`src/rtl/mem_size_init_pkg.sv`:
```
package mem_size_init_pkg;

  localparam logic [7:0] CODE_SMALL = 8'd101;
  localparam logic [7:0] CODE_MAP   = 8'd102;

  typedef enum logic [2:0] {
    MS_NONE, MS_TEST_WR, MS_TEST_RD, MS_ASSIGN, MS_VACANT, MS_ZERO_RD
  } mapSel_e;

  typedef enum logic [1:0] {
    MM_NONE, MM_FILL, MM_FETCH, MM_ZERO
  } memSel_e;

  typedef enum logic [3:0] {
    S_START, S_MT_WR, S_MT_RD, S_MT_CMP, S_FILL, S_FETCH, S_CHECK,
    S_VACANT, S_ZCHK, S_ZRD, S_ZCAP, S_ZST, S_DONE, S_IDLE, S_FAIL
  } phase_e;

  typedef struct packed {
    mapSel_e mapSel;
    memSel_e memSel;
    logic    idxInc;
    logic    passSet;
    logic    pageSetTop;
    logic    pageDec;
    logic    pageInc;
    logic    zLoad;
    logic    zDec;
    logic    physCapture;
    logic    quadLoad;
    logic    quadDec;
  } strobe_t;

  typedef struct packed {
    logic idxLast;
    logic passOne;
    logic mapOk;
    logic pageFirst;
    logic pageLast;
    logic mapFull;
    logic zEmpty;
    logic quadZero;
    logic countLow;
  } status_t;

endpackage

```
`src/rtl/mem_size_init_dp.sv`:
```
module mem_size_init_dp
  import mem_size_init_pkg::*;
#(
  parameter int PAGE_W   = 12,
  parameter int MAP_AW   = 14,
  parameter int WORD_W   = 16,
  parameter int OFF_W    = 8,
  parameter int MIN_GOOD = 256,
  parameter logic [WORD_W-1:0] TAG1   = 16'o326,
  parameter logic [WORD_W-1:0] TAG2   = 16'o134000,
  parameter logic [WORD_W-1:0] VACANT = 16'o60000
) (
  input  logic                      clk,
  input  logic                      rstN,
  input  strobe_t                   ctl,
  output status_t                   sts,
  output logic [MAP_AW-1:0]         mapAddr,
  output logic                      mapWe,
  output logic [WORD_W-1:0]         mapWdata,
  input  logic [WORD_W-1:0]         mapRdata,
  output logic [PAGE_W+OFF_W-1:0]   memAddr,
  output logic                      memWe,
  output logic                      memRe,
  output logic [4*WORD_W-1:0]       memWdata,
  input  logic [4*WORD_W-1:0]       memRdata,
  input  logic                      memFault,
  output logic [PAGE_W:0]           goodPages
);

  localparam int QUAD_W = OFF_W - 2;
  localparam int CNT_W  = PAGE_W + 1;
  localparam int ENT_W  = MAP_AW + 1;

  logic [MAP_AW-1:0] idx;
  logic              passOne;
  logic [PAGE_W-1:0] page;
  logic [ENT_W-1:0]  entry;
  logic [CNT_W-1:0]  count;
  logic [ENT_W-1:0]  zPage;
  logic [PAGE_W-1:0] phys;
  logic [QUAD_W-1:0] quad;

  logic [WORD_W-1:0] testPat;
  logic [WORD_W-1:0] expWord;
  logic [WORD_W-1:0] rdW0, rdW1, rdW2, rdW3;
  logic [WORD_W-PAGE_W-1:0] word0HiUnused;
  logic              pageGood;
  logic              assignHit;
  logic              vacantHit;

  // map test pattern for the current pass
  assign testPat = passOne ? '0 : '1;
  assign expWord = WORD_W'(idx) ^ testPat;

  assign rdW0 = memRdata[WORD_W-1:0];
  assign rdW1 = memRdata[2*WORD_W-1:WORD_W];
  assign rdW2 = memRdata[3*WORD_W-1:2*WORD_W];
  assign rdW3 = memRdata[4*WORD_W-1:3*WORD_W];
  assign word0HiUnused = rdW0[WORD_W-1:PAGE_W];

  assign pageGood = !memFault && (rdW0[PAGE_W-1:0] == page) &&
                    (rdW1 == TAG1) && (rdW2 == TAG2) && (rdW3 == '0);

  assign assignHit = (ctl.mapSel == MS_ASSIGN) && pageGood && !entry[MAP_AW];
  assign vacantHit = (ctl.mapSel == MS_VACANT) && !entry[MAP_AW];

  // map port
  always_comb begin
    mapAddr  = idx;
    mapWe    = 1'b0;
    mapWdata = expWord;
    unique case (ctl.mapSel)
      MS_TEST_WR: mapWe = 1'b1;
      MS_ASSIGN: begin
        mapAddr  = entry[MAP_AW-1:0];
        mapWe    = assignHit;
        mapWdata = WORD_W'(page);
      end
      MS_VACANT: begin
        mapAddr  = entry[MAP_AW-1:0];
        mapWe    = vacantHit;
        mapWdata = VACANT;
      end
      MS_ZERO_RD: mapAddr = zPage[MAP_AW-1:0];
      default: ;
    endcase
  end

  // memory port
  always_comb begin
    memAddr  = {page, {OFF_W{1'b0}}};
    memWe    = 1'b0;
    memRe    = 1'b0;
    memWdata = '0;
    unique case (ctl.memSel)
      MM_FILL: begin
        memWe    = 1'b1;
        memWdata = {{WORD_W{1'b0}}, TAG2, TAG1, WORD_W'(page)};
      end
      MM_FETCH: memRe = 1'b1;
      MM_ZERO: begin
        memWe   = 1'b1;
        memAddr = {phys, quad, 2'b00};
      end
      default: ;
    endcase
  end

  always_ff @(posedge clk or negedge rstN) begin
    if (!rstN) begin
      idx     <= '0;
      passOne <= 1'b0;
      page    <= '1;
      entry   <= '0;
      count   <= '0;
      zPage   <= '0;
      phys    <= '0;
      quad    <= '0;
    end else begin
      if (ctl.idxInc)  idx     <= idx + 1'b1;
      if (ctl.passSet) passOne <= 1'b1;
      if (ctl.pageSetTop)   page <= '1;
      else if (ctl.pageDec) page <= page - 1'b1;
      else if (ctl.pageInc) page <= page + 1'b1;
      if (assignHit || vacantHit) entry <= entry + 1'b1;
      if (assignHit) count <= count + 1'b1;
      if (ctl.zLoad)     zPage <= ENT_W'(count);
      else if (ctl.zDec) zPage <= zPage - 1'b1;
      if (ctl.physCapture) phys <= ~mapRdata[PAGE_W-1:0];
      if (ctl.quadLoad)     quad <= '1;
      else if (ctl.quadDec) quad <= quad - 1'b1;
    end
  end

  assign sts.idxLast   = &idx;
  assign sts.passOne   = passOne;
  assign sts.mapOk     = (mapRdata == ~expWord);
  assign sts.pageFirst = (page == '0);
  assign sts.pageLast  = &page;
  assign sts.mapFull   = entry[MAP_AW];
  assign sts.zEmpty    = (zPage == '0);
  assign sts.quadZero  = (quad == '0);
  assign sts.countLow  = (count < CNT_W'(MIN_GOOD));

  assign goodPages = count;

endmodule

```
`src/rtl/mem_size_init_ctl.sv`:
```
module mem_size_init_ctl
  import mem_size_init_pkg::*;
(
  input  logic       clk,
  input  logic       rstN,
  input  status_t    sts,
  output strobe_t    ctl,
  output logic       initDone,
  output logic       initFail,
  output logic [7:0] failCode
);

  phase_e     state, nextState;
  logic [7:0] nextCode;

  always_comb begin
    ctl       = '0;
    nextState = state;
    nextCode  = failCode;
    unique case (state)
      S_START: nextState = S_MT_WR;
      S_MT_WR: begin
        ctl.mapSel = MS_TEST_WR;
        nextState  = S_MT_RD;
      end
      S_MT_RD: begin
        ctl.mapSel = MS_TEST_RD;
        nextState  = S_MT_CMP;
      end
      S_MT_CMP: begin
        if (!sts.mapOk) begin
          nextCode  = CODE_MAP;
          nextState = S_FAIL;
        end else if (sts.idxLast && sts.passOne) begin
          ctl.pageSetTop = 1'b1;
          nextState      = S_FILL;
        end else begin
          ctl.idxInc  = 1'b1;
          ctl.passSet = sts.idxLast;
          nextState   = S_MT_WR;
        end
      end
      S_FILL: begin
        ctl.memSel = MM_FILL;
        if (sts.pageFirst) nextState = S_FETCH;
        else ctl.pageDec = 1'b1;
      end
      S_FETCH: begin
        ctl.memSel = MM_FETCH;
        nextState  = S_CHECK;
      end
      S_CHECK: begin
        ctl.mapSel = MS_ASSIGN;
        if (sts.pageLast) nextState = S_VACANT;
        else begin
          ctl.pageInc = 1'b1;
          nextState   = S_FETCH;
        end
      end
      S_VACANT: begin
        if (sts.mapFull) begin
          ctl.zLoad = 1'b1;
          nextState = S_ZCHK;
        end else ctl.mapSel = MS_VACANT;
      end
      S_ZCHK: begin
        if (!sts.zEmpty) begin
          ctl.zDec  = 1'b1;
          nextState = S_ZRD;
        end else if (sts.countLow) begin
          nextCode  = CODE_SMALL;
          nextState = S_FAIL;
        end else nextState = S_DONE;
      end
      S_ZRD: begin
        ctl.mapSel = MS_ZERO_RD;
        nextState  = S_ZCAP;
      end
      S_ZCAP: begin
        ctl.physCapture = 1'b1;
        ctl.quadLoad    = 1'b1;
        nextState       = S_ZST;
      end
      S_ZST: begin
        ctl.memSel = MM_ZERO;
        if (sts.quadZero) nextState = S_ZCHK;
        else ctl.quadDec = 1'b1;
      end
      S_DONE:  nextState = S_IDLE;
      S_IDLE:  nextState = S_IDLE;
      S_FAIL:  nextState = S_FAIL;
      default: nextState = S_FAIL;
    endcase
  end

  always_ff @(posedge clk or negedge rstN) begin
    if (!rstN) begin
      state    <= S_START;
      failCode <= '0;
    end else begin
      state    <= nextState;
      failCode <= nextCode;
    end
  end

  assign initDone = (state == S_DONE);
  assign initFail = (state == S_FAIL);

endmodule

```
`src/rtl/mem_size_init.sv`:
```
module mem_size_init
  import mem_size_init_pkg::*;
#(
  parameter int PAGE_W   = 12,
  parameter int MAP_AW   = 14,
  parameter int WORD_W   = 16,
  parameter int OFF_W    = 8,
  parameter int MIN_GOOD = 256
) (
  input  logic                    clk,
  input  logic                    rstN,
  output logic [MAP_AW-1:0]       mapAddr,
  output logic                    mapWe,
  output logic [WORD_W-1:0]       mapWdata,
  input  logic [WORD_W-1:0]       mapRdata,
  output logic [PAGE_W+OFF_W-1:0] memAddr,
  output logic                    memWe,
  output logic                    memRe,
  output logic [4*WORD_W-1:0]     memWdata,
  input  logic [4*WORD_W-1:0]     memRdata,
  input  logic                    memFault,
  output logic                    initDone,
  output logic                    initFail,
  output logic [7:0]              failCode,
  output logic [PAGE_W:0]         goodPages
);

  strobe_t ctl;
  status_t sts;

  mem_size_init_ctl u_ctl (
    .clk      (clk),
    .rstN     (rstN),
    .sts      (sts),
    .ctl      (ctl),
    .initDone (initDone),
    .initFail (initFail),
    .failCode (failCode)
  );

  mem_size_init_dp #(
    .PAGE_W   (PAGE_W),
    .MAP_AW   (MAP_AW),
    .WORD_W   (WORD_W),
    .OFF_W    (OFF_W),
    .MIN_GOOD (MIN_GOOD)
  ) u_dp (
    .clk       (clk),
    .rstN      (rstN),
    .ctl       (ctl),
    .sts       (sts),
    .mapAddr   (mapAddr),
    .mapWe     (mapWe),
    .mapWdata  (mapWdata),
    .mapRdata  (mapRdata),
    .memAddr   (memAddr),
    .memWe     (memWe),
    .memRe     (memRe),
    .memWdata  (memWdata),
    .memRdata  (memRdata),
    .memFault  (memFault),
    .goodPages (goodPages)
  );

endmodule

```
`config.mk`:
```
export PLATFORM = sky130hd
export DESIGN_NAME = mem_size_init
export DESIGN_NICKNAME = d
export VERILOG_FILES = /design/src/rtl/mem_size_init_pkg.sv /design/src/rtl/mem_size_init_dp.sv /design/src/rtl/mem_size_init_ctl.sv /design/src/rtl/mem_size_init.sv
export SDC_FILE = /design/constraint.sdc
export NUM_CORES = 1
export LEC_CHECK = 0
export BUFFER_PORTS_ARGS = -buffer_cell sky130_fd_sc_hd__buf_4
export CORE_MARGIN = 2
export CORE_UTILIZATION = 40
export CTS_BUF_LIST = sky130_fd_sc_hd__clkbuf_8
export DETAILED_ROUTE_END_ITERATION = 10
export MAX_ROUTING_LAYER = met4
export PLACE_DENSITY = 0.71
export SETUP_SLACK_MARGIN = 0.3
export SLEW_MARGIN = 0
export SYNTH_ARGS = -nofsm -noshare
export SYNTH_HDL_FRONTEND = slang
export SYNTH_SLANG_ARGS = --single-unit
```
`constraint.sdc`:
```
create_clock -name clk -period 3 [get_ports clk]
set_input_delay 0 -clock clk [delete_from_list [all_inputs] [get_ports clk]]
set_output_delay 0 -clock clk [all_outputs]
set_load 0.05 [all_outputs]
```
# Word-level counts from Yosys, hierarchy flattened
# Cells that the tools add are included.
dict set report word_totals {
  out_inout_bits 140
  reg_bits 100
  in_bits 83
  wordCells 125
}
dict set report op_classes {
  mux 46
  n_bitwise 3
  reduce_logical 27
  eq_ne 31
  magnitude_cmp 1
  n_addsub 7
}
# operator n
set op_table {}
lappend op_table {{4-bit one-hot mux with 13 select lines} 1}
lappend op_table {{48-bit 2-to-1 mux} 1}
lappend op_table {{12-bit 2-to-1 mux} 3}
lappend op_table {{16-bit one-hot mux with 2 select lines} 1}
lappend op_table {{15-bit 2-to-1 mux} 2}
lappend op_table {{4-bit equality test (second input constant)} 7}
lappend op_table {{14-bit one-hot mux with 2 select lines} 1}
lappend op_table {{8-bit 2-to-1 mux} 3}
lappend op_table {{20-bit 2-to-1 mux} 1}
lappend op_table {{16-bit equality test} 1}
lappend op_table {{16-bit equality test (second input constant)} 1}
lappend op_table {{16-bit by 8-bit equality test with 1-bit output (second input constant)} 1}
lappend op_table {{4-bit by 3-bit equality test with 1-bit output (second input constant)} 4}
lappend op_table {{16-bit logical NOT} 1}
lappend op_table {{16-bit 2-to-1 mux} 1}
lappend op_table {{4-bit 2-to-1 mux} 4}
lappend op_table {{16-bit NOT} 1}
lappend op_table {{8-bit one-hot mux with 2 select lines} 1}
lappend op_table {{14-bit by 16-bit XOR with 16-bit output} 1}
lappend op_table {{15-bit by 1-bit adder with 15-bit output (second input constant)} 1}
lappend op_table {{15-bit logical NOT} 1}
lappend op_table {{3-bit 2-to-1 mux} 5}
lappend op_table {{3-bit one-hot mux with 5 select lines} 1}
lappend op_table {{15-bit by 1-bit subtractor with 15-bit output (second input constant)} 1}
lappend op_table {{other kinds (35)} 70}

# Depth between registers and ports, before layout
dict set report logic_depth {
  ltp_word 8
  mapped_depth 13
  ltp_nobuf 12
}

# By module
# A second synthesis with hierarchy kept.
dict set report unflattened {
  cells_unflattened 815
  hier_area_um2 7056.8
}
# mod cells_per_inst area_each_um2 instances
set by_module_without_submodules {}
lappend by_module_without_submodules {mem_size_init_dp 733 6448.7 1}
lappend by_module_without_submodules {mem_size_init_ctl 82 608.1 1}

# Least setup slack after synthesis
# Ideal clock, no wire load.
dict set report synth_timing {
  path_kind {register to register}
  start {reg u_ctl.state[3]}
  end {reg u_dp.page[11]}
  path_stages_with_launch 14
  synth_period_minus_slack_ns 3.003
  n_path_buf 1
  path_slack_ns -0.003
  t_arrival_ns 2.942
  required_ns 2.939
  cell_sequence {dfrtp_1 buf_2 nand2b_1 nor3_1 nand2_1 inv_1 ha_1 a211oi_1 nor2_1 nor4_1 o31ai_1 o41ai_1 o21bai_1 o211a_1}
}
dict set report synth_between {
  elab_chain_len 4
  elab_cells_between_ends 9
  classes_between {3 x eq/ne; 5 x mux; 1 x reduce/logical}
}
# element line_no
set synth_lines {}
lappend synth_lines {{start: declaration} mem_size_init_ctl.sv:13} ;# phase_e state, nextState;
lappend synth_lines {{start signal: assignment} mem_size_init_ctl.sv:101} ;# state <= nextState;
lappend synth_lines {{4-bit by 3-bit equality test with 1-bit output} mem_size_init_ctl.sv:20} ;# unique case (state)
lappend synth_lines {{1-bit 2-to-1 mux} mem_size_init_ctl.sv:20}
lappend synth_lines {{12-bit 2-to-1 mux} mem_size_init_dp.sv:123} ;# else if (ctl.pageDec) page <= page - 1'b1;
lappend synth_lines {{12-bit 2-to-1 mux} mem_size_init_dp.sv:122} ;# if (ctl.pageSetTop) page <= '1;
lappend synth_lines {{end signal: assignment} mem_size_init_dp.sv:123}
lappend synth_lines {{end signal: assignment} mem_size_init_dp.sv:124} ;# else if (ctl.pageInc) page <= page + 1'b1;
lappend synth_lines {{end: declaration} mem_size_init_dp.sv:36} ;# logic [PAGE_W-1:0] page;
# Parallel ways exist; a longest one is shown, timed or not.
# A chain may end at the register's enable or synchronous reset.

# Worst setup path after layout
dict set report layout_timing {
  start {reg u_dp.page[10]}
  end {reg u_dp.page[11]}
}
dict set report layout_between {
  elab_chain_len 5
  elab_cells_between_ends 12
  classes_between {2 x add/sub; 7 x mux; 3 x reduce/logical}
}
# element
set layout_lines {}
lappend layout_lines {{branches (longest 5 deep; another with 12-bit by 1-bit adder with 12-bit output)}}
# Several ways; the timed one is not identified. The select of a mux whose other input is x is not followed.

==> flow_metrics.py <==
metrics = {
    "clocking": {
        "cts_buffers": 9,
        "htree_num_levels": 3,
        "clkTransAtPathRegs_ns": 0.10,
        "cts_tree": "yes",
        "worstSkewPairLatency_ns": 0.40,
        "cts.path.max_buffers": 2,
        "cts-root-buf": "clkbuf_8",
        "clock_sinks": 95,
    },
    "die": {
        "initial_core_util_pct": 41.02,
        "die_w_um": 134.4,
        "die_h_um": 134.4,
        "dieArea_um2": 18070,
        "coreArea_um2": 16580,
        "pin_count": 223,
        "std_cell_rows": 47,
    },
    "global_route": {
        "grt_max_degree": 49,
        "antenna_found_initial": 0,
        "grt_pass1_wl_mm": 31.68,
        "grt_usage_pct": 22.96,
        "first_global_vias": 6010,
        "grt-ovfl-total": 0,
    },
    "worst_setup_path": {
        "startpoint": "u_dp.page[10]$_DFFE_PN1P_",
        "crit_path_end": "u_dp.page[11]$_DFFE_PN1P_",
        "crit_path_end_kind": "flop",
        "cp_common_cell": "nor4_4",
        "worstPathArrival_ns": 3.01,
        "cpPeakStageDelay_ns": 0.42,
        "cp.depth": 12,
        "cp_top_family": "compound AO/OA/AOI/OAI gates",
        "r2r-end": "u_dp.page[11]$_DFFE_PN1P_",
        "crit_path_top_delay_cell": "o31ai_2",
        "r2r_start": "u_dp.page[10]$_DFFE_PN1P_",
        "crit_path_cell_trace": "nor4_4 > nand3_1 > nand2_2 > inv_6 > ha_1 > o21ai_0 > nor2_2 > nor4_4 > o31ai_2 > o41ai_2 > o21bai_1 > o211a_1",
        "cp-start-kind": "flop",
        "rr_worst_depth": 12,
        "cp_max_fo": 11,
        "required_ns": 3.32,
        "critPathBufInv": 1,
        "reg2reg_slack_ns": 0.32,
        "criticalPathCategory": "flop to flop",
    },
    "yosys": {
        "yosysUniqueCellTypes": 75,
        "synth_top_cell_by_area": "dfrtp_1",
        "ys_seq_area_share_pct": 35.17,
        "synthCells": 796,
        "synth_area_um2": 6803,
        "yosysTopAreaCellShare_pct": 30.53,
        "synth_commonest_cells": "132 x nand2_1, 83 x dfrtp_1, 61 x buf_4",
        "synth.most_common_cell": "nand2_1",
        "ys.flop_type": "dfrtp_1",
        "syn_avg_cell_area_um2": 8.546,
        "synth_edf_count": 0,
        "ys_warn_count": 0,
        "synth_area_leaders": "dfrtp_1 31%, nand2_1 7.3%, buf_4 6.7%, xor2_1 6.1%, xnor2_1 5.8%",
        "synth_async_sr_flop_share_pct": 100.0,
        "synth_seq_cells": 95,
    },
    "detailed_routing": {
        "wl_per_cell_um": 16.83,
        "met3_length_mm": 1.542,
        "vias_per_cell": 5.260,
        "first_iter_violations": 519,
        "dr_wl_met2_mm": 9.813,
        "drc": 0,
        "dr.max_layer_used": "met4",
        "vias": 6317,
        "first_pass_iters": 6,
        "m1WireLength_mm": 8.465,
        "ant_nets": 0,
        "totalWireLength_mm": 20.21,
    },
    "run": {
        "maxCapViolations": 0,
    },
    "placement": {
        "hpwl_mm": 15.27,
        "gp_congestion": 0.8793,
        "port_buffers": 170,
        "placed_cells": 1167,
    },
    "timing": {
        "fin_skew_ns": 0.01650,
        "fin_crit_sh_pct": 89.41,
        "fin_crit_ns": 2.682,
        "final_hold_viol_count": 0,
        "slew_headroom_pct": 52.90,
        "finalMaxSlewViolations": 0,
        "tns_ns": 0,
        "tightest_slew_ns": 0.7000,
        "rsz0062_at_grt": "true",
        "setup_viol_count_final": 0,
        "fmax_mhz": 372.8,
    },
    "final_layout": {
        "n_antenna_cell": 0,
        "final_nets": 1077,
        "area_delta_synth_final_pct": 28.88,
        "stdcell_count": 1201,
        "layout-drive-gt1-share_pct": 29.15,
        "final_core_util_pct": 52.87,
    },
    "power_and_ir_drop": {
        "p_leak_nw": 4.248,
        "vdd_drop_max_uv": 187.0,
        "finalPower_mw": 2.559,
        "pwr_density_cell_nw_per_um2": 291.8,
    },
    "hold_path": {
        "hp-class": "input port to asynchronous set/reset pin",
    },
    "run_status": {
        "outcome": "complete, no violations",
    },
}
layout by cell type (no fill, tap or decap), drive strengths merged, types with 5 or more instances in the layout:
cell type    count
a31oi            5
a22oi           16
nand4           18
and2            15
xor2            47
mux2             5
nor3            31
nand3           25
buf            211
ha              17
conb            48
inv             22
nor4            24
o21ai           38
dfstp           12
dfrtp           83
o31ai           12
a21oi           17
xnor2           45
dlygate4sd3     13
and3             5
a2bb2oi         10
nand2b           9
nor2            43
clkbuf          10
nand2          132
layout make-up:
| class | count | area, um^2 |
|---|---|---|
| clock inverters | 6 | 91.34 |
| repair buffers | 224 | 1730 |
| clock buffers | 10 | 137.6 |
| fillers | 1588 | 7816 |
| well taps | 220 | 275.3 |
| flip-flops and latches | 95 | 2394 |
| inverters | 22 | 87.58 |
| multi-input cells | 624 | 4051 |
power breakdown:
group          leakage [nW]  internal (mW)  switching (mW)
sequential             1.16           1.28               0
combinational          2.99         0.0938           0.195
clock                 0.105          0.495           0.495
total                  4.25           1.87           0.690
metal layers:
| layer | vias to the layer above | GRT usage (%) |
|---|---|---|
| li1 | 3029 | - |
| met1 | 2985 | 29.87 |
| met2 | 270 | 36.37 |
| met3 | 33 | 4.649 |
| met4 | 0 | 6.667 |
| met5 | - | - |
worst register-to-register path, stage by stage (launching register included):
cell,delay [ns]
dfstp_2,0.40
nor4_4,0.31
nand3_1,0.14
nand2_2,0.13
inv_6,0.08
ha_1,0.32
o21ai_0,0.11
nor2_2,0.22
nor4_4,0.06
o31ai_2,0.42
o41ai_2,0.14
o21bai_1,0.17
o211a_1,0.12
cell families (layout without fill, tap and decap cells):
group	Yosys count	count (layout)	synth area share, %
mux	5	5	0.8276
simple gates	330	330	24.59
compound gates	131	131	13.48
buf+inv	124	262	10.61
xor+xnor	92	92	11.84
other cells	1	48	0.05512
fa+ha+maj	18	18	3.421
flops	95	95	35.17
stage by stage:
step | setup WS, ns | hold WS (ns) | cell area [um^2]
2_1_floorplan | 0.3238 | -0.2956 | 7029
3_3_place_gp | 0.06300 | 0.06036 | 8222
3_5_place_dp | 0.06969 | 0.06421 | 8222
4_1_cts | 0.2267 | 0.1894 | 8613
5_1_grt | 0.1592 | 0.2329 | 8767
6_report | 0.3177 | 0.1574 | 8767
state kept, by name, summed over array words and instances, names as in the netlist:
| signal | flops |
|---|---|
| u_dp.passOne | 1 |
| u_dp.goodPages | 13 |
| u_dp.idx | 14 |
| u_dp.zPage | 15 |
| u_ctl.state | 4 |
| u_dp.page | 12 |
| u_dp.phys | 12 |
| u_dp.quad | 6 |
| u_dp.entry | 15 |
| u_ctl.failCode | 3 |
worst min path at each step:
stage	from	endpoint	slack (ns)
final	rstN	u_dp.quad[3]$_DFFE_PN0P_	0.16
after CTS	rstN	u_dp.phys[4]$_DFFE_PN0P_	0.19
after floorplan	rstN	u_ctl.failCode[0]$_DFFE_PN0P_	-0.30
after global placement	rstN	u_dp.quad[3]$_DFFE_PN0P_	0.06
after global routing	rstN	u_dp.quad[4]$_DFFE_PN0P_	0.23
after detailed placement	rstN	u_dp.quad[3]$_DFFE_PN0P_	0.06
what timing repair did:
item	in CTS	in global routing
hold endpoints to repair	47	0
pin swaps	2	9
endpoints found under the setup margin	17	34
gates resized for setup	5	23
buffers inserted	1	4
hold buffers	13	0
Power figures use the tool's default switching activity.
